==> src/rtl/vmc_pkg.sv <==
package vmc_pkg;
  // Phase of a memory cycle; the order is the strobe sequence.
  typedef enum logic [1:0] {
    PH_SETUP = 2'd0,
    PH_STB_A = 2'd1,
    PH_STB_B = 2'd2
  } vmc_phase_e;

  function automatic logic ph_is_strobe(vmc_phase_e ph);
    return (ph == PH_STB_A) || (ph == PH_STB_B);
  endfunction

  function automatic logic ph_is_last(vmc_phase_e ph);
    return ph == PH_STB_B;
  endfunction

  function automatic vmc_phase_e ph_next(vmc_phase_e ph);
    case (ph)
      PH_SETUP: return PH_STB_A;
      PH_STB_A: return PH_STB_B;
      default:  return PH_SETUP;
    endcase
  endfunction
endpackage

==> src/rtl/vmc_phase_ctrl.sv <==
module vmc_phase_ctrl
  import vmc_pkg::*;
(
  input  logic       clk,
  input  logic       rst_n,
  input  logic       start,
  output logic       busy,
  output vmc_phase_e phase,
  output logic       at_boundary,
  output logic       strobe_on,
  output logic       cycle_end
);
  assign at_boundary = !busy || ph_is_last(phase);
  assign strobe_on   = busy && ph_is_strobe(phase);
  assign cycle_end   = busy && ph_is_last(phase);

  always_ff @(posedge clk or negedge rst_n) begin
    if (!rst_n) begin
      busy  <= 1'b0;
      phase <= PH_SETUP;
    end else if (start) begin
      busy  <= 1'b1;
      phase <= PH_SETUP;
    end else if (busy) begin
      if (ph_is_last(phase)) busy <= 1'b0;
      phase <= ph_next(phase);
    end
  end

  AST_START_SETUP: assert property (@(posedge clk) disable iff (!rst_n)
    start |=> (busy && phase == PH_SETUP && !strobe_on)) else $error("start");
  AST_NO_EARLY_START: assert property (@(posedge clk) disable iff (!rst_n)
    (busy && phase == PH_SETUP) |=> (busy && phase == PH_STB_A)) else $error("early");
endmodule

==> src/rtl/vmc_req_latch.sv <==
module vmc_req_latch #(
  parameter int AW = 16,
  parameter int DW = 8
) (
  input  logic          clk,
  input  logic          rst_n,
  input  logic          load,
  input  logic          in_write,
  input  logic [AW-1:0] in_addr,
  input  logic [DW-1:0] in_wdata,
  output logic          q_write,
  output logic [AW-1:0] q_addr,
  output logic [DW-1:0] q_wdata
);
  always_ff @(posedge clk or negedge rst_n) begin
    if (!rst_n) begin
      q_write <= 1'b0;
      q_addr  <= '0;
      q_wdata <= '0;
    end else if (load) begin
      q_write <= in_write;
      q_addr  <= in_addr;
      q_wdata <= in_wdata;
    end
  end
endmodule

==> src/rtl/vmc_bus_drv.sv <==
module vmc_bus_drv #(
  parameter int AW = 16,
  parameter int DW = 8
) (
  input  logic          clk,
  input  logic          rst_n,
  input  logic          busy,
  input  logic          strobe_on,
  input  logic          q_write,
  input  logic [AW-1:0] q_addr,
  input  logic [DW-1:0] q_wdata,
  output logic [AW-1:0] mem_addr,
  output logic          mem_ce_n,
  output logic          mem_rw,
  output logic [DW-1:0] mem_wdata,
  output logic          mem_wdata_oe
);
  assign mem_addr     = q_addr;
  assign mem_ce_n     = !strobe_on;
  assign mem_rw       = !(busy && q_write);
  assign mem_wdata    = q_wdata;
  assign mem_wdata_oe = strobe_on && q_write;

  AST_CE_LOW_TWO: assert property (@(posedge clk) disable iff (!rst_n)
    $fell(mem_ce_n) |=> !mem_ce_n) else $error("ce short");
  AST_CE_RISE: assert property (@(posedge clk) disable iff (!rst_n)
    (!mem_ce_n && $past(!mem_ce_n)) |=> mem_ce_n) else $error("ce long");
  AST_RW_SETUP: assert property (@(posedge clk) disable iff (!rst_n)
    $fell(mem_ce_n) |-> $stable(mem_rw)) else $error("rw setup");
  AST_ADDR_HOLD: assert property (@(posedge clk) disable iff (!rst_n)
    (!mem_ce_n && $past(!mem_ce_n)) |-> $stable(mem_addr)) else $error("addr");
  AST_OE_WRITE_ONLY: assert property (@(posedge clk) disable iff (!rst_n)
    mem_wdata_oe |-> (!mem_ce_n && !mem_rw)) else $error("oe");
  AST_WDATA_HOLD: assert property (@(posedge clk) disable iff (!rst_n)
    (mem_wdata_oe && $past(mem_wdata_oe)) |-> $stable(mem_wdata)) else $error("wdata");
endmodule

==> src/rtl/vmc_rd_capture.sv <==
module vmc_rd_capture #(
  parameter int DW = 8
) (
  input  logic          clk,
  input  logic          rst_n,
  input  logic          cycle_end,
  input  logic          q_write,
  input  logic          mem_ce_n,
  input  logic          mem_rw,
  input  logic [DW-1:0] mem_rdata,
  output logic          rd_valid,
  output logic [DW-1:0] rd_data
);
  logic take_read;
  assign take_read = cycle_end && !q_write;

  always_ff @(posedge clk or negedge rst_n) begin
    if (!rst_n) begin
      rd_valid <= 1'b0;
      rd_data  <= '0;
    end else begin
      rd_valid <= take_read;
      if (take_read) rd_data <= mem_rdata;
    end
  end

  AST_RD_AFTER_STROBE: assert property (@(posedge clk) disable iff (!rst_n)
    take_read |-> (!mem_ce_n && mem_rw && $past(!mem_ce_n))) else $error("rd when");
  AST_RD_PULSE: assert property (@(posedge clk) disable iff (!rst_n)
    rd_valid |=> !rd_valid) else $error("rd pulse");
endmodule

==> src/rtl/vmem_cycle_seq.sv <==
module vmem_cycle_seq
  import vmc_pkg::*;
#(
  parameter int AW = 16,
  parameter int DW = 8
) (
  input  logic          clk,
  input  logic          rst_n,
  input  logic          req_valid,
  input  logic          req_write,
  input  logic [AW-1:0] req_addr,
  input  logic [DW-1:0] req_wdata,
  output logic          req_ack,
  output logic          rd_valid,
  output logic [DW-1:0] rd_data,
  output logic [AW-1:0] mem_addr,
  output logic          mem_ce_n,
  output logic          mem_rw,
  output logic [DW-1:0] mem_wdata,
  output logic          mem_wdata_oe,
  input  logic [DW-1:0] mem_rdata
);
  logic          busy, at_boundary, strobe_on, cycle_end, q_write;
  vmc_phase_e    phase;
  logic [AW-1:0] q_addr;
  logic [DW-1:0] q_wdata;

  assign req_ack = req_valid && at_boundary;

  vmc_phase_ctrl u_phase (
    .clk(clk), .rst_n(rst_n), .start(req_ack), .busy(busy), .phase(phase),
    .at_boundary(at_boundary), .strobe_on(strobe_on), .cycle_end(cycle_end)
  );

  vmc_req_latch #(.AW(AW), .DW(DW)) u_latch (
    .clk(clk), .rst_n(rst_n), .load(req_ack), .in_write(req_write),
    .in_addr(req_addr), .in_wdata(req_wdata),
    .q_write(q_write), .q_addr(q_addr), .q_wdata(q_wdata)
  );

  vmc_bus_drv #(.AW(AW), .DW(DW)) u_bus (
    .clk(clk), .rst_n(rst_n), .busy(busy), .strobe_on(strobe_on),
    .q_write(q_write), .q_addr(q_addr), .q_wdata(q_wdata),
    .mem_addr(mem_addr), .mem_ce_n(mem_ce_n), .mem_rw(mem_rw),
    .mem_wdata(mem_wdata), .mem_wdata_oe(mem_wdata_oe)
  );

  vmc_rd_capture #(.DW(DW)) u_rd (
    .clk(clk), .rst_n(rst_n), .cycle_end(cycle_end), .q_write(q_write),
    .mem_ce_n(mem_ce_n), .mem_rw(mem_rw), .mem_rdata(mem_rdata),
    .rd_valid(rd_valid), .rd_data(rd_data)
  );

  AST_ACK_THEN_SETUP: assert property (@(posedge clk) disable iff (!rst_n)
    req_ack |=> mem_ce_n) else $error("ack");
  AST_IDLE_QUIET: assert property (@(posedge clk) disable iff (!rst_n)
    !busy |-> (mem_ce_n && mem_rw && !mem_wdata_oe)) else $error("idle");
endmodule

==> config.mk <==
export PLATFORM = sky130hd
export DESIGN_NAME = vmem_cycle_seq
export DESIGN_NICKNAME = d
export VERILOG_FILES = /design/src/rtl/vmc_pkg.sv /design/src/rtl/vmc_phase_ctrl.sv /design/src/rtl/vmc_req_latch.sv /design/src/rtl/vmc_bus_drv.sv /design/src/rtl/vmc_rd_capture.sv /design/src/rtl/vmem_cycle_seq.sv
export SDC_FILE = /design/constraint.sdc
export NUM_CORES = 1
export LEC_CHECK = 0
export BUFFER_PORTS_ARGS = -buffer_cell sky130_fd_sc_hd__buf_2
export CORE_MARGIN = 4
export CORE_UTILIZATION = 49
export DETAILED_ROUTE_END_ITERATION = 10
export GPL_ROUTABILITY_DRIVEN = 1
export MAX_ROUTING_LAYER = met4
export PLACE_DENSITY = 0.84
export SETUP_SLACK_MARGIN = 0.05
export SLEW_MARGIN = 25
export SYNTH_ARGS = -nofsm -noshare
export SYNTH_HDL_FRONTEND = slang
export SYNTH_SLANG_ARGS = --single-unit
==> constraint.sdc <==
create_clock -name clk -period 2.8 [get_ports clk]
set_input_delay 0.28 -clock clk [delete_from_list [all_inputs] [get_ports clk]]
set_output_delay 0.28 -clock clk [all_outputs]
set_load 0.01 [all_outputs]
==> results of run 1 <==
==> logic make-up (layout without fill, tap and decap cells) <==
logic type	count (synthesis)	after routing
buffers and inverters	8	85
flip-flops	37	37
adder cells (fa/ha/maj)	3	3
multiplexers	34	34
AO/OA/AOI/OAI	2	2
AND/OR/NAND/NOR	9	9
==> per-layer routing <==
layer	vias to the layer above	track usage (%)	routed length, microns	part of all wire [%]
met5	-	-	0	0
met4	0	6.33	43	1.4
met3	6	6.68	259	8.2
met2	46	31.2	1660	52
met1	502	16.8	1210	38
li1	468	-	-	-
==> power groups by stage <==
stage,Sequential (W),Clock [W],Combinational (W)
6_report,0.000958,0.000309,0.00106
5_1_grt,0.000994,0.000351,0.00115
4_1_cts,0.000961,0.000318,0.00109
3_5_place_dp,0.000969,0,0.00108
3_3_place_gp,0.000941,0,0.00104
2_1_floorplan,0.00106,0,0.000595
==> cells in the mapped netlist, drive strengths merged, types with 2 or more instances <==
library cell  number  share of area, %
buf                3               2.2
dfrtp             37                60
ha                 3               2.4
inv                5               1.2
mux2              33                29
nand2              4               1.5
nand2b             2               1.3
==> stage by stage <==
stage          area (sq um)  utilization, %
2_1_floorplan          1550               -
3_3_place_gp           1930            63.7
3_5_place_dp           1930            63.7
4_1_cts                2000            66.0
5_1_grt                2000            66.0
6_report               2000            66.0
==> state kept, by name, summed over array words and instances, names as in the netlist <==
register / flops
u_latch.q_write: 1
u_latch.q_wdata: 8
u_rd.rd_valid: 1
u_latch.q_addr: 16
u_rd.rd_data: 8
u_phase.phase: 2
u_phase.busy: 1
==> how the worst max path moves through the flow <==
stage / startpoint / to
after floorplan: u_phase.phase[0]$_DFFE_PN0P_ / u_latch.q_addr[15]$_DFFE_PN0P_
after global routing: u_phase.phase[0]$_DFFE_PN0P_ / req_ack
final: u_phase.phase[0]$_DFFE_PN0P_ / req_ack
after detailed placement: u_phase.phase[0]$_DFFE_PN0P_ / u_latch.q_addr[12]$_DFFE_PN0P_
after global placement: u_phase.phase[0]$_DFFE_PN0P_ / u_latch.q_addr[14]$_DFFE_PN0P_
after CTS: u_phase.phase[0]$_DFFE_PN0P_ / req_ack
==> cell type report <==
type	instances	share of cell area, %
Clock inverter	1	0.250
Sequential cell	37	46.3
Tap cell	44	2.75
Clock buffer	7	3.25
Inverter	5	0.939
Timing Repair Buffer	72	18.0
Multi-Input combinational cell	48	28.5
==> run summary, run 1 <==
status = complete, no violations
cts hold-fix bufs = 0
Setup Buffers After CTS = 0
number of global-route vias before repair = 1,164
Max Clock Skew = 12.5 ps
synth warn = 0
critical path, cell by cell = inv_1 > ha_1 > nand2b_4 > nand2_4 > inv_1 > buf_2
commonest non-fill, non-tap cell in the layout = buf_2
nets@finish = 208
pwr dens = 1170 nW/um^2
register bit total from synthesis = 37
GP Congestion = 0.765
slowest stage cell, crit path = dfrtp_1
worst path arrival time = 1800 ps
synthesized instance count = 93
Worst path max stage delay = 390 ps
Clock Sinks = 37
initial antenna violation count = 0
RSZ-0062 raised after global routing = no
Synth Area in Simple Gates = 4.20%
Syn Area/Cell = 16.6 sq um
total track usage = 17.4%
startpoint class of the critical path = register
Critical Path RT = 2520 ps
GR Overflow Total = 0
Top delay family on crit path = simple AND/OR/NAND/NOR gates
die height = 64.2 microns
dpl cells = 206
r2r worst-path depth = 5
core area = 3030 sq um
FF+latch area = 926 sq um
1st-iter DRT viols = 13
starting density of the core = 51.1%
ANT nets after route = 0
unique cell type count in the Yosys netlist = 16
sequential-to-total area share from yosys stat = 59.8%
Residual DRC = 0
syn_nets = 132
critical path depth = 6
Slew Viols, Final = 0
DIE AREA = 4120 sq um
largest net degree at the start of global routing = 38
Top FF cell, synth = dfrtp_1
Critical Path End Type = output port
# H-tree levels = 2
Compound-Gate Fraction of Synth Area = 0.889%
Clock Pin Slew Worst Setup and Hold Paths = 110 ps
CTS resizes = 0
Hold Path Class = primary input to async pin
Async SR Flop Fraction = 100%
WP buf/inv = 3
synthesis-to-finish area growth = 29.2%
Cell Area, Synth = 1550 sq um
adder-cell share of the synthesized area = 2.43%
switching share of power = 33.6%
post-route setup TNS = 0 ps
Die X = 64.2 microns
xor/xnor share of the synthesized area = 0%
I/O Pins = 73
Logic pwr share = 45.7%
Detailed Routing Iterations Pass 1 = 2
most used cell, CP = inv_1
setup violators final = 0
Final HPWL DP = 2.50 mm
Hold Vio Cnt, Final = 0
# rows = 20
power consumption = 0.00233 W
Max Freq = 481 MHz
Max-Cap Viols = 0
Wirelength per Cell = 14.8 microns
Crit Path Class = register to output port
Tightest Pin Transition = 771 ps
mux cell area share after synthesis = 29.3%
register share of total power = 41.1%
global-route wire length before repair = 5.25 mm
R2R Setup Slk = 1060 ps
ANT cells = 0
number of flops mapped to enable cells by yosys = 0
FF-to-FF End = u_latch.q_addr[12]$_DFFE_PN0P_
fraction of layout cells with a size suffix above 1 = 68.2%
worst skew pair latency = 340 ps
internal cell power = 0.00155 W
detailed-route vias per instance = 4.78
cts bufs inserted = 5
Max VDD drop = 0.000606 V
Hold Slack = 1.31 ps
leak pwr = 1.11 nW
slew margin rel. = 48.6%
fin crit period = 2080 ps
routed vias = 1,022
reg2reg start = u_phase.phase[0]$_DFFE_PN0P_
DP Worst Slack = 1090 ps
main combinational cell family by area after synthesis = multiplexers
Final Non-Filler Cells = 214
Multi-input gate area = 569 sq um
Fillers = 235
critical path fanouts, max = 26
switching pwr = 0.000785 W
CTS root buffer = clkbuf_4
Final period util = 74.2%
Longest Clk Path Bufs = 2
commonest non-fill, non-tap cells in the layout = buf_2 (72), dfrtp_1 (37), mux2_4 (19), mux2_2 (14)
Post-Route WL = 3.17 mm
final worst slack = 722 ps
# port buffers = 72
Clock power frac = 13.3%
CTS tree = yes
(Power assumes the default switching activity.)
==> inputs of run 2 (changes only) <==
--- a/config.mk
+++ b/config.mk
@@ -5,13 +5,14 @@
 export SDC_FILE = /design/constraint.sdc
 export NUM_CORES = 1
 export LEC_CHECK = 0
+export ABC_AREA = 1
 export BUFFER_PORTS_ARGS = -buffer_cell sky130_fd_sc_hd__buf_2
 export CORE_MARGIN = 4
-export CORE_UTILIZATION = 49
+export CORE_UTILIZATION = 41
 export DETAILED_ROUTE_END_ITERATION = 10
 export GPL_ROUTABILITY_DRIVEN = 1
 export MAX_ROUTING_LAYER = met4
-export PLACE_DENSITY = 0.84
+export PLACE_DENSITY = 0.75
 export SETUP_SLACK_MARGIN = 0.05
 export SLEW_MARGIN = 25
 export SYNTH_ARGS = -nofsm -noshare
==> constraint.sdc (replaced) <==
create_clock -name clk -period 1.8 [get_ports clk]
set_input_delay 0.18 -clock clk [delete_from_list [all_inputs] [get_ports clk]]
set_output_delay 0.18 -clock clk [all_outputs]
set_load 0.01 [all_outputs]
==> run 2 against run 1 <==
The flow now finishes with violations (negative hold slack). Flip-flop and latch count is the same. Hold slack lost 23 ps. Via count grew 34%. Clock skew shrank 11 ps. Register-to-register slack lost 650 ps. Worst setup slack lost 540 ps. Clock power grew 140%. Area after synthesis shrank 0.24%. Sequential share of layout area shrank 1.7 points. Utilization shrank 9.4 points.
==> run summary, run 2 <==
Max-Cap Viols = 0
Clock Sinks = 37
GR Overflow Total = 0
Die X = 69.4 microns
syn_nets = 211
initial antenna violation count = 0
CTS tree = yes
starting density of the core = 42.2%
Longest Clk Path Bufs = 2
Top FF cell, synth = dfrtp_1
synth warn = 0
ANT cells = 0
# H-tree levels = 2
routed vias = 1,365
I/O Pins = 73
DIE AREA = 4810 sq um
DP Worst Slack = 378 ps
Max VDD drop = 0.000979 V
Hold Vio Cnt, Final = 37
Setup Buffers After CTS = 0
Critical Path RT = 1620 ps
Wirelength per Cell = 11.8 microns
die height = 69.4 microns
pwr dens = 1760 nW/um^2
Tightest Pin Transition = 795 ps
Hold Slack = -21.4 ps
Clock Pin Slew Worst Setup and Hold Paths = 70 ps
total track usage = 14.9%
sequential-to-total area share from yosys stat = 60.0%
worst path arrival time = 1440 ps
Max Freq = 616 MHz
post-route setup TNS = 0 ps
max reg flops = 16
number of flops mapped to enable cells by yosys = 0
# rows = 22
# port buffers = 72
Crit Path Class = register to output port
final worst slack = 177 ps
Final period util = 90.2%
GP Congestion = 0.702
commonest non-fill, non-tap cells in the layout = nand2_1 (84), buf_2 (72), dfrtp_1 (37), nand3_1 (26), inv_1 (8)
leak pwr = 1.23 nW
biggest regs = u_latch.q_addr (16), u_latch.q_wdata (8), u_rd.rd_data (8)
critical path, cell by cell = inv_1 > ha_1 > inv_1 > nand2_4 > nand2_8 > inv_1 > buf_2
commonest non-fill, non-tap cell in the layout = nand2_1
Worst path max stage delay = 370 ps
setup violators final = 0
Post-Route WL = 3.51 mm
most frequent cell after synthesis = nand2_1
critical path fanouts, max = 14
Detailed Routing Iterations Pass 1 = 4
most used cell, CP = inv_1
cts hold-fix bufs = 0
Post-synth top cells = nand2_1 (84), dfrtp_1 (37), nand3_1 (26)
unique cell type count in the Yosys netlist = 11
Top reg by flops = u_latch.q_addr
Critical Path End Type = output port
Hold Path Class = primary input to async pin
largest net degree at the start of global routing = 38
CTS resizes = 0
CTS root buffer = clkbuf_8
slowest stage cell, crit path = dfrtp_1
synthesis-to-finish area growth = 34.4%
fraction of layout cells with a size suffix above 1 = 34.8%
Residual DRC = 0
fin crit period = 1620 ps
1st-iter DRT viols = 55
Slew Viols, Final = 0
worst skew pair latency = 280 ps
detailed-route vias per instance = 4.58
Syn Area/Cell = 8.98 sq um
register bit total from synthesis = 37
slew margin rel. = 47.0%
cts bufs inserted = 5
global-route wire length before repair = 5.66 mm
Async SR Flop Fraction = 100%
post-synth top area cell = dfrtp_1
Cell Area, Synth = 1540 sq um
ANT nets after route = 0
core area = 3660 sq um
synthesized instance count = 172
startpoint class of the critical path = register
nets@finish = 288
failing checks = negative hold slack
Max Clock Skew = 1.93 ps
status = finished, violations left
Synth top area share = 60.0%
Area contributors post-synth = dfrtp_1 (60%), nand2_1 (20%), nand3_1 (8.4%)
Final HPWL DP = 2.47 mm
Fillers = 378
RSZ-0062 raised after global routing = no
number of global-route vias before repair = 1,301
[run 2: changes by cell type after synthesis, sizes merged, moves of 2 or more]
| cell | previous run | this run |
|---|---|---|
| nand2 | 4 | 86 |
| mux2 | 33 | 0 |
| nand3 | 1 | 26 |
| nor2 | 0 | 5 |
| buf | 3 | 7 |
| inv | 5 | 8 |
| nand2b | 2 | 0 |
[run 2: logic make-up after synthesis]
kind of cell  Yosys count  share of synthesized area (%)
buf+inv                15                           5.02
simple gates          117                           32.6
fa+ha+maj               3                           2.43
flops                  37                           60.0
[run 2: cell type report]
cell class | instances | area [sq um] | area share [%]
Clock inverter | 1 | 30.0 | 1.45
Sequential cell | 37 | 926 | 44.6
Timing Repair Buffer | 76 | 390 | 18.8
Clock buffer | 7 | 86.3 | 4.16
Inverter | 8 | 30.0 | 1.45
Multi-Input combinational cell | 121 | 552 | 26.6
Tap cell | 48 | 60.1 | 2.90
[run 2: critical path: cells and delay by family (launching register included)]
kind                       cells  cell delay (ps)
buffers and inverters          4              340
adders and majority gates      1              220
and+or+nand+nor                2              210
DFF                            1              370
[run 2: path summary, 6_finish.rpt]
kind / startpoint / to / slack [ps] / cells after the start
setup reg to reg: u_phase.phase[0]$_DFFE_PN0P_ / u_phase.phase[0]$_DFFE_PN0P_ / 410 / 8
hold reg to reg: u_latch.q_addr[2]$_DFFE_PN0P_ / u_latch.q_addr[2]$_DFFE_PN0P_ / 470 / 2
max in group asynchronous: rst_n / u_rd.rd_data[4]$_DFFE_PN0P_ / 1310 / 1
setup / recovery: u_phase.phase[0]$_DFFE_PN0P_ / req_ack / 180 / 7
hold / removal: rst_n / u_latch.q_addr[14]$_DFFE_PN0P_ / -20 / 1
min in group clk: mem_rdata[1] / u_rd.rd_data[1]$_DFFE_PN0P_ / 90 / 3
[run 2: routing by layer]
metal / wire [microns] / track usage, %
met3: 259 / 3.91
met5: 0 / -
met1: 1570 / 18.1
met2: 1660 / 24.4
met4: 29 / 4.77
[run 2: per-stage QoR]
step / instances / power, W / hold slack (ps) / instance area [sq um] / utilization (%)
2_1_floorplan: 172 / 0.00231 / -116 / 1540 / -
3_3_place_gp: 287 / 0.00287 / 322 / 1930 / 52.8
3_5_place_dp: 287 / 0.00291 / 312 / 1930 / 52.8
4_1_cts: 295 / 0.00364 / 5.86 / 2050 / 55.9
5_1_grt: 298 / 0.00394 / 56.8 / 2070 / 56.7
6_report: 298 / 0.00365 / -21.4 / 2070 / 56.7
[run 2: power breakdown]
part | internal (W) | switching (W) | leakage (nW)
clock | 0.000451 | 0.000276 | 0.0585
combinational | 0.000601 | 0.000897 | 0.712
sequential | 0.00122 | 0.000211 | 0.459
==> inputs of run 3 (changes only) <==
--- a/config.mk
+++ b/config.mk
@@ -7,14 +7,17 @@
 export LEC_CHECK = 0
 export ABC_AREA = 1
 export BUFFER_PORTS_ARGS = -buffer_cell sky130_fd_sc_hd__buf_2
+export CELL_PAD_IN_SITES_DETAIL_PLACEMENT = 0
+export CELL_PAD_IN_SITES_GLOBAL_PLACEMENT = 1
 export CORE_MARGIN = 4
-export CORE_UTILIZATION = 41
+export CORE_UTILIZATION = 30
 export DETAILED_ROUTE_END_ITERATION = 10
 export GPL_ROUTABILITY_DRIVEN = 1
 export MAX_ROUTING_LAYER = met4
-export PLACE_DENSITY = 0.75
+export PLACE_DENSITY = 0.74
 export SETUP_SLACK_MARGIN = 0.05
 export SLEW_MARGIN = 25
 export SYNTH_ARGS = -nofsm -noshare
 export SYNTH_HDL_FRONTEND = slang
+export SYNTH_HIERARCHICAL = 1
 export SYNTH_SLANG_ARGS = --single-unit
==> run 3 against run 2 <==
The run still ends with negative hold slack left. Cell count is 8.1% higher. Sequential power hardly changed. First-iteration DRC count is 42% lower. Sequential share of layout area is 0.081 points lower. Worst setup slack worse by 32 ps. Count of clock-buffer cells in the layout stayed put. Synthesized cell count is 14% higher. Highest routed layer unchanged. Register-to-register slack worse by 90 ps.
==> run summary, run 3 <==
I/O Pins = 73
Worst path max stage delay = 370 ps
Final period util = 91.9%
routed vias = 1,316
Final HPWL DP = 2.70 mm
synthesis-to-finish area growth = 20.7%
Syn Area/Cell = 8.78 sq um
Residual DRC = 0
commonest non-fill, non-tap cell in the layout = nand2_1
pwr dens = 1740 nW/um^2
Wirelength per Cell = 11.3 microns
max reg flops = 16
cts hold-fix bufs = 0
internal cell power = 0.00226 W
synth warn = 6
Detailed Routing Iterations Pass 1 = 4
Hold Vio Cnt, Final = 5
Synth top area share = 53.8%
Max-Cap Viols = 0
total track usage = 11.2%
Hold Path Class = primary input to async pin
DP Worst Slack = 253 ps
Area contributors post-synth = dfrtp_1 (54%), nand2_1 (21%), buf_4 (11%)
final worst slack = 145 ps
# port buffers = 72
post-route setup TNS = 0 ps
# H-tree levels = 2
critical path, cell by cell = inv_1 > ha_1 > or2_1 > nand2_1 > inv_2 > buf_2
register bit total from synthesis = 37
commonest non-fill, non-tap cells in the layout = nand2_1 (98), buf_2 (72), dfrtp_1 (37), nand3_1 (10), inv_1 (8)
synthesized instance count = 196
r2r worst-path depth = 8
detailed-route vias per instance = 4.09
worst skew pair latency = 280 ps
nets@finish = 288
cts bufs inserted = 5
Post-synth top cells = nand2_1 (98), dfrtp_1 (37), buf_4 (26)
Logic pwr share = 39.8%
WP buf/inv = 3
Longest Clk Path Bufs = 2
global-route wire length before repair = 6.20 mm
setup violators final = 0
Clock Sinks = 37
switching share of power = 37.6%
power consumption = 0.00361 W
Crit Path Class = register to output port
ANT cells = 0
Critical Path RT = 1620 ps
# rows = 27
Top FF cell, synth = dfrtp_1
Hold Slack = -6.21 ps
status = finished, violations left
Max VDD drop = 0.000486 V
Slew Viols, Final = 0
unique cell type count in the Yosys netlist = 15
Cell Area, Synth = 1720 sq um
biggest regs = u_latch/q_addr (16), u_latch/q_wdata (8), u_rd/rd_data (8)
largest net degree at the start of global routing = 38
Met1 Wirelength = 1.60 mm
slew margin rel. = 45.1%
failing checks = negative hold slack
max layer used = met4
fraction of layout cells with a size suffix above 1 = 36.0%
startpoint class of the critical path = register
Clock power frac = 20.1%
Async SR Flop Fraction = 100%
Die X = 83.8 microns
RSZ-0062 raised after global routing = no
Max Freq = 604 MHz
number of flops mapped to enable cells by yosys = 0
post-synth top area cell = dfrtp_1
worst path arrival time = 1470 ps
WL met3 = 332 microns
syn_nets = 235
starting density of the core = 31.1%
Tightest Pin Transition = 824 ps
crit path launch = u_phase/phase[0]$_DFFE_PN0P_
slowest stage cell, crit path = dfrtp_1
critical path depth = 6
Max Clock Skew = 5.02 ps
switching pwr = 0.00136 W
DIE AREA = 7010 sq um
GR Overflow Total = 0
initial antenna violation count = 0
die height = 83.8 microns
reg2reg start = u_phase/phase[0]$_DFFE_PN0P_
Post-Route WL = 3.65 mm
CTS tree = yes
ANT nets after route = 0
met2 WL = 1.69 mm
core area = 5540 sq um
1st-iter DRT viols = 32
CTS root buffer = clkbuf_8
sequential-to-total area share from yosys stat = 53.8%
critical path fanouts, max = 8
Top delay family on crit path = flip-flops
GP Congestion = 0.737
Critical Path End Type = output port
leak pwr = 1.24 nW
number of global-route vias before repair = 1,344
register share of total power = 40.1%
fin crit period = 1650 ps
Top reg by flops = u_latch/q_addr
most frequent cell after synthesis = nand2_1
Clock Pin Slew Worst Setup and Hold Paths = 70 ps
[run 3: per-stage QoR]
step,cell area (sq um),utilization (%),hold WS [ps],cells
after global placement,1950,35.1,335,312
after floorplan,1720,-,-116,196
after global routing,2080,37.5,71.3,322
after CTS,2060,37.2,23.6,320
final,2080,37.5,-6.21,322
after detailed placement,1950,35.1,335,312
[run 3: repair_timing]
action,CTS,global route
hold endpoints to repair,0,0
setup endpoints to repair,0,1
setup buffers,0,2
resized for setup,0,1
[run 3: worst register-to-register path, cell delays in order (launching register included)]
cell	delay [ps]
dfrtp_1	370
inv_1	70
ha_1	220
or2_1	230
nand2_1	70
inv_2	80
buf_4	210
nand2_1	80
nand2_1	50
[run 3: final timing paths]
| kind | to | slack, ps |
|---|---|---|
| setup / recovery | req_ack | 150 |
| hold / removal | u_latch/q_addr[7]$_DFFE_PN0P_ | -6 |
| setup reg to reg | u_latch/q_addr[1]$_DFFE_PN0P_ | 320 |
| hold reg to reg | u_latch/q_addr[0]$_DFFE_PN0P_ | 470 |
| max in group asynchronous | u_latch/q_wdata[2]$_DFFE_PN0P_ | 1290 |
| min in group clk | u_latch/q_addr[7]$_DFFE_PN0P_ | 100 |
[run 3: final cells by class]
class / instances / area (sq um)
well taps: 72 / 90.1
repair buffers: 76 / 390
clock buffers: 7 / 86.3
multi-input cells: 117 / 503
fillers: 606 / 3460
clock inverters: 1 / 30.0
flip-flops and latches: 37 / 926
inverters: 12 / 52.6
[run 3: cells by family (layout without fill, tap and decap cells)]
kind of cell / count (synthesis) / count (layout) / synth area share (%)
buffers and inverters: 42 / 96 / 17.0
adders and majority gates: 3 / 3 / 2.18
AOI/OAI and AO/OA: 1 / 1 / 0.290
and+or+nand+nor: 113 / 113 / 26.7
DFF: 37 / 37 / 53.8
[run 3: per-layer routing]
metal	vias to the layer above	global-route usage (%)
met5	-	-
met4	0	3.07
met3	4	4.44
met2	47	17.9
met1	598	13.0
li1	667	-
[run 3: power groups by stage]
stage | Combinational (W) | Sequential (W) | Clock (W)
floorplan | 0.00121 | 0.00147 | 0
global placement | 0.00142 | 0.00146 | 0
detailed placement | 0.00144 | 0.00147 | 0
CTS | 0.00144 | 0.00146 | 0.000761
global route | 0.00164 | 0.00150 | 0.000790
finish | 0.00144 | 0.00145 | 0.000728
